`src/rtl/tsber_pkg.sv`:
```
package tsber_pkg;
  localparam int PRBS_W = 15;
  localparam int TAP_HI = 14;
  localparam int TAP_LO = 13;
  localparam int FILL_W = $clog2(PRBS_W + 1);

  typedef logic [PRBS_W-1:0] prbs_t;

  typedef enum logic {
    HSEL_ENABLE = 1'b0,
    HSEL_COUNT  = 1'b1
  } hsel_e;

  // predicted next bit of the x^15 + x^14 + 1 sequence
  function automatic logic prbs_feedback(input prbs_t s);
    return s[TAP_HI] ^ s[TAP_LO];
  endfunction

  // shift a new bit into the low end of the history
  function automatic prbs_t prbs_advance(input prbs_t s, input logic b);
    return {s[PRBS_W-2:0], b};
  endfunction
endpackage

```
`src/rtl/tsber_slot_timer.sv`:
```
module tsber_slot_timer #(
  parameter int SLOTS     = 32,
  parameter int SLOT_BITS = 8,
  parameter int SLOT_AW   = 5
) (
  input  logic               clk,
  input  logic               rst_n,
  input  logic               frame_sync,
  output logic               framed,
  output logic [SLOT_AW-1:0] slot_idx
);
  localparam int FRAME_BITS = SLOTS * SLOT_BITS;
  localparam int POS_W      = $clog2(FRAME_BITS);
  localparam logic [POS_W-1:0] LAST_POS = POS_W'(FRAME_BITS - 1);
  localparam logic [POS_W-1:0] SLOT_LEN = POS_W'(SLOT_BITS);

  logic [POS_W-1:0] pos_q;
  logic [POS_W-1:0] cur_pos;
  logic             framed_q;

  assign cur_pos  = frame_sync ? '0 : pos_q;
  assign framed   = framed_q | frame_sync;
  assign slot_idx = SLOT_AW'(cur_pos / SLOT_LEN);

  always_ff @(posedge clk or negedge rst_n) begin
    if (!rst_n) begin
      pos_q    <= '0;
      framed_q <= 1'b0;
    end else begin
      pos_q    <= (cur_pos == LAST_POS) ? '0 : cur_pos + 1'b1;
      framed_q <= framed;
    end
  end
endmodule

```
`src/rtl/tsber_en_mem.sv`:
```
module tsber_en_mem #(
  parameter int SLOTS   = 32,
  parameter int SLOT_AW = 5
) (
  input  logic               clk,
  input  logic               rst_n,
  input  logic               wr_en,
  input  logic [SLOT_AW-1:0] wr_addr,
  input  logic               wr_bit,
  input  logic [SLOT_AW-1:0] rd_addr,
  output logic               rd_bit,
  input  logic [SLOT_AW-1:0] look_addr,
  output logic               look_bit
);
  logic [SLOTS-1:0] en_vec;

  for (genvar g = 0; g < SLOTS; g++) begin : g_slot
    logic bit_q;
    always_ff @(posedge clk or negedge rst_n) begin
      if (!rst_n)
        bit_q <= 1'b0;
      else if (wr_en && (wr_addr == SLOT_AW'(g)))
        bit_q <= wr_bit;
    end
    assign en_vec[g] = bit_q;
  end

  assign rd_bit   = en_vec[rd_addr];
  assign look_bit = en_vec[look_addr];
endmodule

```
`src/rtl/tsber_prbs_chk.sv`:
```
module tsber_prbs_chk
  import tsber_pkg::*;
(
  input  logic  clk,
  input  logic  rst_n,
  input  logic  bit_en,
  input  logic  rx_bit,
  output logic  seeded,
  output logic  err_bit,
  output prbs_t state_q
);
  logic [FILL_W-1:0] fill_q;
  logic              exp_bit;

  assign seeded  = (fill_q == FILL_W'(PRBS_W));
  assign exp_bit = prbs_feedback(state_q);
  assign err_bit = bit_en & seeded & (rx_bit ^ exp_bit);

  always_ff @(posedge clk or negedge rst_n) begin
    if (!rst_n) begin
      state_q <= '0;
      fill_q  <= '0;
    end else if (bit_en) begin
      if (seeded) begin
        state_q <= prbs_advance(state_q, exp_bit);
      end else begin
        state_q <= prbs_advance(state_q, rx_bit);
        fill_q  <= fill_q + 1'b1;
      end
    end
  end
endmodule

```
`src/rtl/tsber_err_cnt.sv`:
```
module tsber_err_cnt #(
  parameter int CNT_W = 16
) (
  input  logic             clk,
  input  logic             rst_n,
  input  logic             clr,
  input  logic             hit,
  output logic [CNT_W-1:0] count_q
);
  localparam logic [CNT_W-1:0] CNT_MAX = '1;

  function automatic logic [CNT_W-1:0] sat_step(input logic [CNT_W-1:0] v, input logic inc);
    return (inc && (v != CNT_MAX)) ? v + 1'b1 : v;
  endfunction

  always_ff @(posedge clk or negedge rst_n) begin
    if (!rst_n)
      count_q <= '0;
    else if (clr)
      count_q <= '0;
    else
      count_q <= sat_step(count_q, hit);
  end
endmodule

```
`src/rtl/tsber_mon.sv`:
```
module tsber_mon
  import tsber_pkg::*;
#(
  parameter int SLOTS     = 32,
  parameter int SLOT_BITS = 8,
  parameter int CNT_W     = 16,
  parameter int SLOT_AW   = $clog2(SLOTS)
) (
  input  logic               clk,
  input  logic               rst_n,
  input  logic               frame_sync,
  input  logic               rx_bit,
  input  logic               host_wr,
  input  logic               host_sel,
  input  logic [SLOT_AW-1:0] host_addr,
  input  logic               host_wbit,
  output logic [CNT_W-1:0]   host_rdata
);
  logic               framed;
  logic [SLOT_AW-1:0] cur_slot;
  logic               slot_on;
  logic               bit_en;
  logic               seeded;
  logic               err_bit;
  prbs_t              prbs_q;
  logic               cnt_clr;
  logic               en_wr;
  logic               en_rd;
  logic [CNT_W-1:0]   count_q;
  hsel_e              sel;

  assign sel     = hsel_e'(host_sel);
  assign cnt_clr = host_wr & (sel == HSEL_COUNT);
  assign en_wr   = host_wr & (sel == HSEL_ENABLE);
  assign bit_en  = framed & slot_on;

  tsber_slot_timer #(
    .SLOTS    (SLOTS),
    .SLOT_BITS(SLOT_BITS),
    .SLOT_AW  (SLOT_AW)
  ) u_timer (
    .clk       (clk),
    .rst_n     (rst_n),
    .frame_sync(frame_sync),
    .framed    (framed),
    .slot_idx  (cur_slot)
  );

  tsber_en_mem #(
    .SLOTS  (SLOTS),
    .SLOT_AW(SLOT_AW)
  ) u_enmem (
    .clk      (clk),
    .rst_n    (rst_n),
    .wr_en    (en_wr),
    .wr_addr  (host_addr),
    .wr_bit   (host_wbit),
    .rd_addr  (host_addr),
    .rd_bit   (en_rd),
    .look_addr(cur_slot),
    .look_bit (slot_on)
  );

  tsber_prbs_chk u_chk (
    .clk    (clk),
    .rst_n  (rst_n),
    .bit_en (bit_en),
    .rx_bit (rx_bit),
    .seeded (seeded),
    .err_bit(err_bit),
    .state_q(prbs_q)
  );

  tsber_err_cnt #(
    .CNT_W(CNT_W)
  ) u_cnt (
    .clk    (clk),
    .rst_n  (rst_n),
    .clr    (cnt_clr),
    .hit    (err_bit),
    .count_q(count_q)
  );

  assign host_rdata = (sel == HSEL_COUNT) ? count_q : {{(CNT_W-1){1'b0}}, en_rd};
endmodule

```
`config.mk`:
```
export PLATFORM = sky130hd
export DESIGN_NAME = tsber_mon
export DESIGN_NICKNAME = d
export VERILOG_FILES = /design/src/rtl/tsber_pkg.sv /design/src/rtl/tsber_slot_timer.sv /design/src/rtl/tsber_en_mem.sv /design/src/rtl/tsber_prbs_chk.sv /design/src/rtl/tsber_err_cnt.sv /design/src/rtl/tsber_mon.sv
export SDC_FILE = /design/constraint.sdc
export NUM_CORES = 1
export LEC_CHECK = 0
export CAP_MARGIN = 0
export CORE_UTILIZATION = 27
export DETAILED_ROUTE_END_ITERATION = 6
export DONT_BUFFER_PORTS = 1
export PLACE_DENSITY_LB_ADDON = 0.05
export SLEW_MARGIN = 10
export SYNTH_ARGS = -nofsm -noshare
export SYNTH_HDL_FRONTEND = slang
export SYNTH_HIERARCHICAL = 1
export SYNTH_SLANG_ARGS = --single-unit
```
`constraint.sdc`:
```
create_clock -name clk -period 5 [get_ports clk]
set_input_delay 0.25 -clock clk [delete_from_list [all_inputs] [get_ports clk]]
set_output_delay 0.25 -clock clk [all_outputs]
set_load 0.03 [all_outputs]
```
==> impl_metrics.json <==
{
  "clockBufferDepth": 2,
  "synth_edf_count": 0,
  "grt_max_degree": 77,
  "maxCapViolCount": 0,
  "finalSetupTns_ns": 0,
  "max_freq_mhz": 261,
  "maxSlewViolCount": 0,
  "crit_required_ns": 5.27,
  "setup_viol": 0,
  "fin_total_pwr_mw": 1.62,
  "yosys.area.top_type": "dfrtp_1",
  "maxSlewHeadroom": 0.370,
  "synth_top_area_share": 0.431,
  "h-tree-depth": 3,
  "drc": 0,
  "tightest_slew_ns": 0.938,
  "io_pins": 28,
  "synth_common_cells": "76 x dfrtp_1, 47 x mux2_2, 32 x mux2i_1, 31 x nand2_1, 22 x nor2_1",
  "cp_common_cell": "a21oi_1",
  "min_period_over_period": 0.765,
  "ant_nets": 0,
  "multiInputGateArea_um2": 2360,
  "fill_cells": 1685,
  "synth_area_leaders": "dfrtp_1 43%, mux2_2 12%, mux2i_1 7.3%",
  "grt_setup_unrepaired": "false",
  "startpoint": "u_timer/pos_q[4]",
  "die_h_um": 130,
  "register_area_um2": 1900,
  "wl_per_cell_um": 17.3,
  "rows": 46,
  "cp_slowest_cell": "and2b_1",
  "clock_sinks": 76,
  "grt_usage": 0.144,
  "ctsResizeCount": 0,
  "hold_violations": 0,
  "peakVddDrop_v": 0.000165,
  "syn_area_um2": 4410,
  "hold_path_class": "in -> reg",
  "fp.dieW_um": 130,
  "place_inst": 616,
  "initial_core_util": 0.277,
  "synth_top_flop_cell": "dfrtp_1",
  "postCtsSetupRepairBufs": 0,
  "n_antenna_cell": 0,
  "ys_seq_area_frac": 0.431,
  "clockRootBuffer": "clkbuf_16",
  "postSynthCellCount": 417,
  "synth.most_common_cell": "dfrtp_1",
  "final_nets": 429,
  "status": "complete, no violations",
  "gp_congestion": 0.760,
  "dp_hpwl_mm": 7.22,
  "synth_area_per_cell_um2": 10.6,
  "crit_end": "u_cnt/count_q[3]",
  "fin_worst_skew_ns": 0.00726,
  "crit_chain": "and2b_1 > mux2i_1 > a22oi_1 > nand4b_1 > a21oi_1 > a311o_1 > and2_1 > buf_4 > and3_1 > inv_1 > or4_2 > a21oi_1",
  "grt_pass1_vias": 3228,
  "powerDensity_nw_per_um2": 331,
  "cp-start-kind": "flop",
  "yosysUniqueCellTypes": 55,
  "drive_above_1_share": 0.198,
  "worst_skew_pair.late_latency_ns": 0.35,
  "final_cells": 635,
  "overflow": 0,
  "vias": 3112,
  "antenna_found_initial": 0,
  "holdWs_ns": 0.0374,
  "cts_buffers": 9,
  "period_minus_slack_ns": 3.83,
  "r2r-end": "u_cnt/count_q[3]",
  "leakage_nw": 2.08,
  "drt_wl_total_mm": 11.0,
  "r2r_slack_ns": 1.17,
  "worstSetupEndpointType": "flop",
  "drt_iter0_drc": 164,
  "clk_pin_slew_ns": 0.06,
  "ys_async_sr_fraction": 1.00,
  "crit_fanout": 22,
  "crit_arrival_ns": 4.09,
  "cts_tree": "built",
  "core-area_um2": 15900,
  "die_area_um2": 16900,
  "numPortBuffers": 0,
  "ys_ff_latch": 76,
  "area_growth_pct": 10.8,
  "hold_depth": 1,
  "grt_pass1_wl_mm": 18.2,
  "worstSetupPathType": "reg -> reg",
  "synth_warnings": 6,
  "viasPerCell": 4.90,
  "r2r_cells": 12,
  "hold_start": "frame_sync",
  "dr.pass1.iters": 4,
  "crit_path_max_incr_delay_ns": 0.73,
  "syn-num-nets": 432,
  "rr_startpoint": "u_timer/pos_q[4]"
}
## cells in the final DEF, fill, tap and decap left out, types with 5 or more instances in the layout
| cell | instances |
|---|---|
| a21oi_1 | 19 |
| a22oi_1 | 8 |
| and2_1 | 20 |
| and2b_1 | 10 |
| and3_1 | 7 |
| clkbuf_16 | 9 |
| dfrtp_1 | 76 |
| inv_1 | 6 |
| mux2_1 | 5 |
| mux2_2 | 47 |
| mux2i_1 | 32 |
| nand2_1 | 31 |
| nand2b_1 | 6 |
| nand3_1 | 14 |
| nand4_1 | 8 |
| nor2_1 | 22 |
| nor2b_1 | 14 |
| nor3_1 | 10 |
| o31ai_1 | 7 |
| or4_1 | 5 |
| xnor2_1 | 6 |
## cell type report
type / count / share of cell area
multi-input combinational: 317 / 0.482
sequential: 76 / 0.389
tap: 216 / 0.0553
clock buffer: 10 / 0.0489
timing repair buffer: 4 / 0.0113
clock inverter: 6 / 0.00947
inverter: 6 / 0.00460
## worst min-delay path by stage
stage                            end  slack (ns)
floorplan            u_chk/fill_q[0]       -0.05
global placement    u_timer/pos_q[0]       -0.04
detailed placement  u_timer/pos_q[1]       -0.04
CTS                 u_timer/framed_q        0.02
global route        u_timer/framed_q        0.01
finish              u_timer/framed_q        0.04
## registers in the layout, summed over array words and instances (netlist names)
signal,cells
u_timer/framed_q,1
u_chk/fill_q,4
u_timer/pos_q,8
u_enmem/g_slot.bit_q,32
u_cnt/count_q,16
u_chk/state_q,15
## power by group
| group | internal, mW | leakage (nW) | switching [mW] |
|---|---|---|---|
| Sequential | 0.701 | 1.01 | 0.0661 |
| Combinational | 0.115 | 0.930 | 0.0983 |
| Clock | 0.353 | 0.135 | 0.284 |
## kinds of logic after synthesis
family	count (synthesis)	share of synthesized area
AOI/OAI and AO/OA	50	0.0757
muxes	84	0.205
buffers and inverters	24	0.0352
adders and majority gates	3	0.00851
DFF	76	0.431
and+or+nand+nor	173	0.231
xor gates and xnor gates	7	0.0139
## what timing repair did
item                                    CTS  global route
hold buffers                              3             0
endpoints found under the setup margin    0             0
hold endpoints to repair                 78             0
## stage by stage
| step | setup WS (ns) | util | cell area, um^2 |
|---|---|---|---|
| floorplan | 1.99 | - | 4410 |
| finish | 1.17 | 0.307 | 4890 |
| detailed placement | 1.11 | 0.286 | 4560 |
| global route | 0.876 | 0.307 | 4890 |
| CTS | 1.09 | 0.307 | 4890 |
| global placement | 1.22 | 0.286 | 4560 |
## worst max-delay path: cells and delay by family (launching register included)
| kind | cells | cell delay (ns) |
|---|---|---|
| compound gates | 4 | 0.62 |
| buf+inv | 2 | 0.56 |
| flops | 1 | 0.43 |
| mux | 1 | 0.16 |
| simple gates | 5 | 1.96 |
## metal layers
metal | global-route usage | routed length [um] | vias up
li1 | - | - | 1510
met1 | 0.190 | 5360 | 1552
met2 | 0.229 | 5150 | 37
met3 | 0.0418 | 352 | 13
met4 | 0.0397 | 148 | 0
met5 | 0 | 0 | -
No activity file was read; power rests on OpenSTA's default activity.
